## src/rtl/wdog_pkg.sv

```systemverilog
package wdog_pkg;

    typedef enum logic [1:0] {
        WD_IDLE    = 2'd0,
        WD_ARMED   = 2'd1,
        WD_FIRE    = 2'd2,
        WD_TRIPPED = 2'd3
    } wd_state_e;

    // Timeout length in cycles for a 2-bit code: base * 4^code.
    function automatic int unsigned wd_limit(input int unsigned base, input logic [1:0] code);
        return base << (2 * int'(code));
    endfunction

endpackage

```

## src/rtl/wd_kick_sync.sv

```systemverilog
module wd_kick_sync #(
    parameter int STAGES = 2
) (
    input  logic clk_i,
    input  logic rst_ni,
    input  logic kick_ni,
    output logic kick_o
);
    logic [STAGES-1:0] sync_q;
    logic              last_q;

    always_ff @(posedge clk_i or negedge rst_ni) begin
        if (!rst_ni) begin
            sync_q <= '1;
            last_q <= 1'b1;
        end else begin
            sync_q <= {sync_q[STAGES-2:0], kick_ni};
            last_q <= sync_q[STAGES-1];
        end
    end

    // End of a low pulse: synchronised level went from low to high.
    assign kick_o = sync_q[STAGES-1] & ~last_q;
endmodule

```

## src/rtl/wd_timer.sv

```systemverilog
module wd_timer #(
    parameter int unsigned BASE_CYCLES = 16,
    parameter int          CNT_W       = 10
) (
    input  logic       clk_i,
    input  logic       rst_ni,
    input  logic       clr_i,
    input  logic [1:0] sel_i,
    output logic       term_o
);
    import wdog_pkg::*;

    logic [CNT_W-1:0] cnt_q;
    logic [CNT_W-1:0] last_v;

    always_comb last_v = CNT_W'(wd_limit(BASE_CYCLES, sel_i) - 1);

    always_ff @(posedge clk_i or negedge rst_ni) begin
        if (!rst_ni)     cnt_q <= '0;
        else if (clr_i)  cnt_q <= '0;
        else             cnt_q <= cnt_q + 1'b1;
    end

    assign term_o = (cnt_q == last_v);
endmodule

```

## src/rtl/wd_ctrl.sv

```systemverilog
module wd_ctrl (
    input  logic       clk_i,
    input  logic       rst_ni,
    input  logic       active_i,
    input  logic       kick_i,
    input  logic [1:0] sel_i,
    input  logic       term_i,
    output logic       cnt_clr_o,
    output logic       wd_reset_o,
    output logic       expired_o
);
    import wdog_pkg::*;

    wd_state_e  state_q, state_d;
    logic [1:0] sel_q;
    logic       sel_chg;

    assign sel_chg = (sel_i != sel_q);

    always_ff @(posedge clk_i or negedge rst_ni) begin
        if (!rst_ni) begin
            state_q <= WD_IDLE;
            sel_q   <= '0;
        end else begin
            state_q <= state_d;
            sel_q   <= sel_i;
        end
    end

    always_comb begin
        state_d = state_q;
        unique case (state_q)
            WD_IDLE:    state_d = WD_ARMED;
            WD_ARMED:   if (!kick_i && !sel_chg && term_i) state_d = WD_FIRE;
            WD_FIRE:    state_d = kick_i ? WD_ARMED : WD_TRIPPED;
            WD_TRIPPED: begin
                if (kick_i)                     state_d = WD_ARMED;
                else if (!sel_chg && term_i)    state_d = WD_FIRE;
            end
            default:    state_d = WD_IDLE;
        endcase
        if (!active_i) state_d = WD_IDLE;
    end

    always_comb begin
        wd_reset_o = (state_q == WD_FIRE);
        expired_o  = (state_q == WD_FIRE) || (state_q == WD_TRIPPED);
        cnt_clr_o  = !active_i || (state_q == WD_IDLE) || (state_q == WD_FIRE)
                     || kick_i || sel_chg || term_i;
    end
endmodule

```

## src/rtl/host_stall_watchdog.sv

```systemverilog
module host_stall_watchdog #(
    parameter int unsigned BASE_CYCLES = 16,
    parameter int          SYNC_STAGES = 2
) (
    input  logic       clk_i,
    input  logic       rst_ni,
    input  logic       serial_mode_i,
    input  logic       wd_enable_i,
    input  logic [1:0] tmo_sel_i,
    input  logic       kick_ni,
    output logic       wd_reset_o,
    output logic       expired_o
);
    localparam int CNT_W = $clog2(BASE_CYCLES * 64);

    logic active, kick, cnt_clr, term;

    assign active = serial_mode_i & wd_enable_i;

    wd_kick_sync #(.STAGES(SYNC_STAGES)) u_sync (
        .clk_i(clk_i), .rst_ni(rst_ni), .kick_ni(kick_ni), .kick_o(kick)
    );

    wd_timer #(.BASE_CYCLES(BASE_CYCLES), .CNT_W(CNT_W)) u_timer (
        .clk_i(clk_i), .rst_ni(rst_ni), .clr_i(cnt_clr), .sel_i(tmo_sel_i), .term_o(term)
    );

    wd_ctrl u_ctrl (
        .clk_i(clk_i), .rst_ni(rst_ni), .active_i(active), .kick_i(kick),
        .sel_i(tmo_sel_i), .term_i(term), .cnt_clr_o(cnt_clr),
        .wd_reset_o(wd_reset_o), .expired_o(expired_o)
    );
endmodule

```

## config.mk

```make
export PLATFORM = sky130hd
export DESIGN_NAME = host_stall_watchdog
export DESIGN_NICKNAME = d
export VERILOG_FILES = /design/src/rtl/wdog_pkg.sv /design/src/rtl/wd_kick_sync.sv /design/src/rtl/wd_timer.sv /design/src/rtl/wd_ctrl.sv /design/src/rtl/host_stall_watchdog.sv
export SDC_FILE = /design/constraint.sdc
export NUM_CORES = 1
export LEC_CHECK = 0
export CELL_PAD_IN_SITES_DETAIL_PLACEMENT = 0
export CELL_PAD_IN_SITES_GLOBAL_PLACEMENT = 1
export CORE_ASPECT_RATIO = 0.75
export CORE_UTILIZATION = 45
export DETAILED_ROUTE_END_ITERATION = 10
export DONT_BUFFER_PORTS = 1
export HOLD_SLACK_MARGIN = 0.03
export PLACE_DENSITY_LB_ADDON = 0.1
export SLEW_MARGIN = 20
export SYNTH_ARGS = -nofsm -noshare
export SYNTH_HDL_FRONTEND = slang
export SYNTH_SLANG_ARGS = --single-unit
export TNS_END_PERCENT = 1
```

## constraint.sdc

```tcl
create_clock -name clk_i -period 2.4 [get_ports clk_i]
set_clock_uncertainty 0.2 [all_clocks]
set_input_delay 0.36 -clock clk_i [delete_from_list [all_inputs] [get_ports clk_i]]
set_output_delay 0.36 -clock clk_i [all_outputs]
set_load 0.03 [all_outputs]
```

# Yosys cells after proc, flatten, opt, wreduce, memory -nomap -nowiden
# Index checks and enable logic that the tools add are counted.
[word_totals]
output_inout_bits = 2
reg_bits = 17
input_bits = 7
[classes]
bitwise = 3
eq_ne = 7
reduce_logical = 14
n_mux = 7
shift = 1
add_sub_neg = 2
[op_table]
columns = ["op", "count"]
rows = [
  ["$add A10 B1 Y10 const B", 1],
  ["$eq A10 B10 Y1", 1],
  ["$mux W10", 1],
  ["$mux W2", 5],
  ["$shl A5 B3 Y10 const A", 1],
  ["$sub A10 B1 Y10 const B", 1],
  ["$pmux W2 S4", 1],
  ["$logic_or A1 B1 Y1", 6],
  ["$eq A2 B2 Y1 const B", 2],
  ["$ne A4 B4 Y1 const B", 1],
  ["$logic_and A1 B1 Y1", 3],
  ["$logic_not A1 Y1", 3],
  ["$ne A3 B3 Y1 const B", 1],
  ["$and A1 B1 Y1", 2],
  ["$eq A2 B1 Y1 const B", 1],
  ["$logic_not A2 Y1", 1],
  ["$ne A2 B2 Y1", 1],
  ["$reduce_and A2 Y1", 1],
  ["$not A1 Y1", 1],
]

# Longest topological paths before layout
[logic_depth]
ltp_word = 8
depth_mapped = 6

# Modules after synthesis
# A second synthesis with hierarchy kept.
[unflattened]
cells_unflattened = 71
area_unflattened_um2 = 790.8
[by_module_without_submodules]
columns = ["mod", "instances", "area_per_inst_um2", "seq_area_each_um2", "cells_each"]
rows = [
  ["wd_timer", 1, 508.0, 250.2, 51],
  ["wd_ctrl", 1, 183.9, 100.1, 15],
  ["wd_kick_sync", 1, 92.6, 78.8, 4],
  ["host_stall_watchdog", 1, 6.3, 0.0, 1],
]

# Least setup slack after synthesis
# OpenSTA, ideal clock, no wires.
[synth_path]
path_kind = "input -> register"
start = "input tmo_sel_i[0]"
end = "register u_ctrl.state_q[0]"
arrival_time_ps = 1833
slack_ps = 240
stages = 6
setup_time_ps = 126
t_required_ps = 2074
cell_sequence = "or2_2 ha_1 xnor2_1 or3_2 a211oi_2 a21oi_1"
[synth_via]
elab_chain_len = 6
[synth_rtl]
columns = ["element", "line", "text"]
rows = [
  ["start, declared", "host_stall_watchdog.sv:9", "input logic [1:0] tmo_sel_i,"],
  ["$shl A5 B3 Y10 / $ne A2 B2 Y1 (equally long branches)", "wdog_pkg.sv:12, wd_ctrl.sv:18", ""],
  ["$sub A10 B1 Y10 / $logic_not A1 Y1 (equally long branches)", "wd_timer.sv:16, wd_ctrl.sv:34, wd_ctrl.sv:38", ""],
  ["$eq A10 B10 Y1 / $logic_and A1 B1 Y1 (equally long branches)", "wd_timer.sv:24, wd_ctrl.sv:34", ""],
  ["$logic_and A1 B1 Y1, on equally long branches", "wd_ctrl.sv:38, wd_ctrl.sv:34", ""],
  ["$ne A4 B4 Y1 (no source line) / $ne A3 B3 Y1 (equally long branches)", "-", ""],
  ["$reduce_and A2 Y1 (no source line) *", "-", ""],
  ["end signal, assigned", "wd_ctrl.sv:25", "state_q <= state_d;"],
  ["end, declared", "wd_ctrl.sv:14", "wd_state_e state_q, state_d;"],
]
# Every way passes the cells marked *; elsewhere a longest branch is shown, timed or not.
# A chain may end at the register's enable or synchronous reset.

# Worst setup path in the final report
[layout_path]
start = "register u_timer.cnt_q[0]"
end = "register u_timer.cnt_q[9]"
[layout_via]
elab_chain_len = 3
[layout_rtl]
columns = ["element", "line", "text"]
rows = [
  ["start, declared", "wd_timer.sv:13", "logic [CNT_W-1:0] cnt_q;"],
  ["start signal, assigned", "wd_timer.sv:21", "else cnt_q <= cnt_q + 1'b1;"],
  ["branches (longest 2 deep; another with $add A10 B1 Y10)", "-", ""],
  ["$mux W10 *", "wd_timer.sv:20", "else if (clr_i) cnt_q <= '0;"],
]
# Mark *: on every way between the ends.

==> reports/qor.json <==
{
  "timing.critical_path.from_type": {"value": "register"},
  "synth_compound_area_share": {"value": 6.173, "unit": "%"},
  "maxClockFrequency": {"value": 486.3, "unit": "MHz"},
  "yosys.area_share.adder": {"value": 3.086, "unit": "%"},
  "busiest_layer": {"value": "met1"},
  "total_power_density_per_cell_area": {"value": 521.2, "unit": "nW/um^2"},
  "synth_warnings": {"value": 0},
  "area_delta_synth_final": {"value": 13.58, "unit": "%"},
  "critPathRequiredTime": {"value": 2360, "unit": "ps"},
  "synth_top_area_share": {"value": 43.21, "unit": "%"},
  "critical_path.max_stage_delay": {"value": 570, "unit": "ps"},
  "synth_xor_xnor_area_share": {"value": 14.04, "unit": "%"},
  "cp_num_cells": {"value": 5},
  "globalplace.congestion": {"value": 0.7322},
  "tritoncts": {"value": "built"},
  "first_global_vias": {"value": 467},
  "drive_above_1_share": {"value": 14.63, "unit": "%"},
  "syn_nets": {"value": 82},
  "synth_area_per_cell": {"value": 11.11, "unit": "sq um"},
  "leakagePower": {"value": 0.3440, "unit": "nW"},
  "vias_per_cell": {"value": 5.029},
  "synth_sequential_area_ratio": {"value": 52.93, "unit": "%"},
  "pre_cts_ws": {"value": 141.5, "unit": "ps"},
  "clockBufferDepth": {"value": 2},
  "first_pass_grt_wire_length": {"value": 2201, "unit": "um"},
  "worst-slew-pin-transition": {"value": 752.6, "unit": "ps"},
  "holdWs": {"value": 115.5, "unit": "ps"},
  "die-area": {"value": 1977, "unit": "sq um"},
  "cts_buffers": {"value": 3},
  "finalHoldViolations": {"value": 0},
  "critical_path.endpoint_type": {"value": "register"},
  "routed_wirelength": {"value": 1354, "unit": "um"},
  "path_cells": {"value": "ha_1, nand3_1, or3_2, a21oi_4, nor3_1"},
  "setup-tns-final": {"value": 0, "unit": "ps"},
  "ir_worst_vdd": {"value": 0.3342, "unit": "mV"},
  "max_cap_violations": {"value": 0},
  "largest_family_of_logic_cells_by_synthesized_area": {"value": "simple AND/OR/NAND/NOR gates"},
  "crit_buf_inv": {"value": 0},
  "clock-sinks": {"value": 17},
  "port-buffer-count": {"value": 0},
  "synth_area_leaders": {"value": "sky130_fd_sc_hd__dfrtp_1 43%, sky130_fd_sc_hd__xnor2_1 12%, sky130_fd_sc_hd__dfstp_2 9.7%"},
  "finish.cell_count_without_fillers": {"value": 103},
  "drtAntennaViolNets": {"value": 0},
  "grt_antenna_before_repair": {"value": 0},
  "multiplexer_area_fraction_after_synthesis": {"value": 0, "unit": "%"},
  "grt_overflow": {"value": 0},
  "globalRouteMet1Util": {"value": 24.07, "unit": "%"},
  "detail_route.wl_per_cell": {"value": 13.15, "unit": "um"},
  "hold-path-cell-count": {"value": 3},
  "timing_worst_setup_path_type": {"value": "register to register"},
  "synth_enable_flop_cells": {"value": 0},
  "antennaDiodeCount": {"value": 0},
  "finalMaxSlewViolations": {"value": 0},
  "path_delay_family": {"value": "simple AND/OR/NAND/NOR gates"},
  "layout.core_utilization": {"value": 58.41, "unit": "%"},
  "core_area": {"value": 1577, "unit": "sq um"},
  "yosysMostFrequentCell": {"value": "sky130_fd_sc_hd__dfrtp_1"},
  "critical-path-slowest-cell": {"value": "sky130_fd_sc_hd__or3_2"},
  "period_needed": {"value": 2056, "unit": "ps"},
  "postSynth.topFlopCell": {"value": "sky130_fd_sc_hd__dfrtp_1"},
  "register_to_register_setup_slack": {"value": 340, "unit": "ps"},
  "die-width": {"value": 51.02, "unit": "um"},
  "mappedNetlistArea": {"value": 810.8, "unit": "sq um"},
  "pin_count_of_the_biggest_net_entering_global_routing": {"value": 18},
  "cts_htree_levels": {"value": 1},
  "netlist_instances": {"value": 73},
  "firstDrtPassIters": {"value": 4},
  "rsz0062_at_grt": {"value": "no"},
  "post_route_setup_slack": {"value": 343.8, "unit": "ps"},
  "final-setup-viol-count": {"value": 0},
  "vias": {"value": 518},
  "maximum_fanout_along_the_worst_path": {"value": 9},
  "r2r_cells": {"value": 5},
  "dr.first_iter.drc_count": {"value": 15},
  "outcome": {"value": "complete, no violations"},
  "grtUsageTotal": {"value": 16.99, "unit": "%"},
  "final_min_period_over_clock_period": {"value": 85.67, "unit": "%"},
  "design.portCount": {"value": 9},
  "start_util": {"value": 51.43, "unit": "%"},
  "slew_limit_headroom": {"value": 49.66, "unit": "%"},
  "postSynthRegisterBits": {"value": 17},
  "synth.cells.most_frequent": {"value": "14 x sky130_fd_sc_hd__dfrtp_1, 11 x sky130_fd_sc_hd__xnor2_1, 9 x sky130_fd_sc_hd__nor3_1"},
  "cts.repair.resized": {"value": 0},
  "synth_simple_gate_area_share": {"value": 22.38, "unit": "%"},
  "placement_rows": {"value": 12},
  "fin_nets": {"value": 92},
  "gr-usage-met3": {"value": 8.235, "unit": "%"},
  "cts_root_buffer": {"value": "sky130_fd_sc_hd__clkbuf_4"},
  "post_synth_num_cell_types": {"value": 24},
  "dp_hpwl": {"value": 922.4, "unit": "um"},
  "grt.met2_usage": {"value": 22.70, "unit": "%"},
  "ys_async_sr_fraction": {"value": 100.0, "unit": "%"},
  "cts.reportedPaths.clkPinSlew": {"value": 100, "unit": "ps"},
  "die-height": {"value": 38.76, "unit": "um"},
  "timing.hold.worst.class": {"value": "input port to register"},
  "yosysTopAreaCell": {"value": "sky130_fd_sc_hd__dfrtp_1"},
  "clock_latency": {"value": 300, "unit": "ps"},
  "post-route-drc-count": {"value": 0},
  "place_inst": {"value": 93},
  "cp.arrival": {"value": 2020, "unit": "ps"},
  "postCtsSetupBuffers": {"value": 0}
}
-- worst min-delay path, stage by stage --
cell and delay, ps:
sky130_fd_sc_hd__nand2_1 60, sky130_fd_sc_hd__nor2b_1 60, sky130_fd_sc_hd__o21a_1 90
-- final cells by class --
cell class	count	area (sq um)
tap	21	26.28
clock buffer	3	22.52
sequential	17	429.2
fill	141	655.6
clock inverter	1	5.005
multi-input combinational	53	370.4
timing repair buffer	6	60.06
inverter	2	7.507
-- worst paths after layout --
check                                 startpoint                 to
worst max-delay path            u_timer.cnt_q[0]   u_timer.cnt_q[9]
worst min-delay path               serial_mode_i  u_ctrl.state_q[1]
worst max register to register  u_timer.cnt_q[0]   u_timer.cnt_q[9]
worst min register to register  u_sync.sync_q[0]   u_sync.sync_q[1]
max in group asynchronous                 rst_ni   u_timer.cnt_q[2]
min in group asynchronous                 rst_ni   u_timer.cnt_q[6]
-- stage by stage --
| step | area (sq um) | total power [W] |
|---|---|---|
| after floorplan | 810.8 | 0.0003168 |
| after global placement | 833.3 | 0.0003196 |
| after detailed placement | 833.3 | 0.0003195 |
| after CTS | 920.9 | 0.0004833 |
| after global routing | 920.9 | 0.0005019 |
| final | 920.9 | 0.0004800 |
-- placed cells by master (no fill, tap or decap) --
cell type,instances
sky130_fd_sc_hd__ha_1,2
sky130_fd_sc_hd__a211oi_2,1
sky130_fd_sc_hd__nor3b_1,1
sky130_fd_sc_hd__nand3_1,4
sky130_fd_sc_hd__nand2_1,2
sky130_fd_sc_hd__or4_4,1
sky130_fd_sc_hd__clkinv_2,1
sky130_fd_sc_hd__inv_1,2
sky130_fd_sc_hd__clkbuf_4,3
sky130_fd_sc_hd__or4_1,1
sky130_fd_sc_hd__nor2_1,5
sky130_fd_sc_hd__dfrtp_1,14
sky130_fd_sc_hd__nor2b_1,2
sky130_fd_sc_hd__xor2_1,2
sky130_fd_sc_hd__dlygate4sd3_1,6
sky130_fd_sc_hd__or3_2,1
sky130_fd_sc_hd__dfstp_2,3
sky130_fd_sc_hd__a21oi_4,1
sky130_fd_sc_hd__o22a_1,1
sky130_fd_sc_hd__nand2b_1,2
sky130_fd_sc_hd__o21a_1,1
sky130_fd_sc_hd__nand4_1,4
sky130_fd_sc_hd__xnor2_1,11
sky130_fd_sc_hd__nor3_1,9
sky130_fd_sc_hd__or2_2,1
sky130_fd_sc_hd__a21oi_1,1
-- routing by layer --
layer / vias up / share of wire, % / wire [um]
li1: 274 / - / -
met1: 234 / 55 / 746
met2: 10 / 40 / 535
met3: 0 / 5.4 / 73
met4: 0 / 0 / 0
met5: - / 0 / 0
-- what timing repair did --
item                                    CTS  global route
endpoints found under the setup margin    0             0
hold buffers                              6             0
endpoints found under the hold margin    21             0
-- power breakdown --
group          switching, W   total, W  internal, W
sequential       0.00000284   0.000296     0.000294
clock             0.0000908   0.000153    0.0000621
combinational     0.0000145  0.0000306    0.0000161
total              0.000108   0.000480     0.000372
-- flip-flops by register name (all words and copies together) (netlist names) --
name	flops
u_ctrl.sel_q	2
u_ctrl.state_q	2
u_sync.last_q	1
u_sync.sync_q	2
u_timer.cnt_q	10
-- cell families (layout without fill, tap and decap cells) --
| kind of cell | Yosys count | in the layout |
|---|---|---|
| AO/OA/AOI/OAI | 5 | 5 |
| adder cells (fa/ha/maj) | 2 | 2 |
| flip-flops | 17 | 17 |
| AND/OR/NAND/NOR | 33 | 33 |
| buffers and inverters | 3 | 12 |
| XOR/XNOR | 13 | 13 |
No activity file was read; power rests on OpenSTA's default activity.
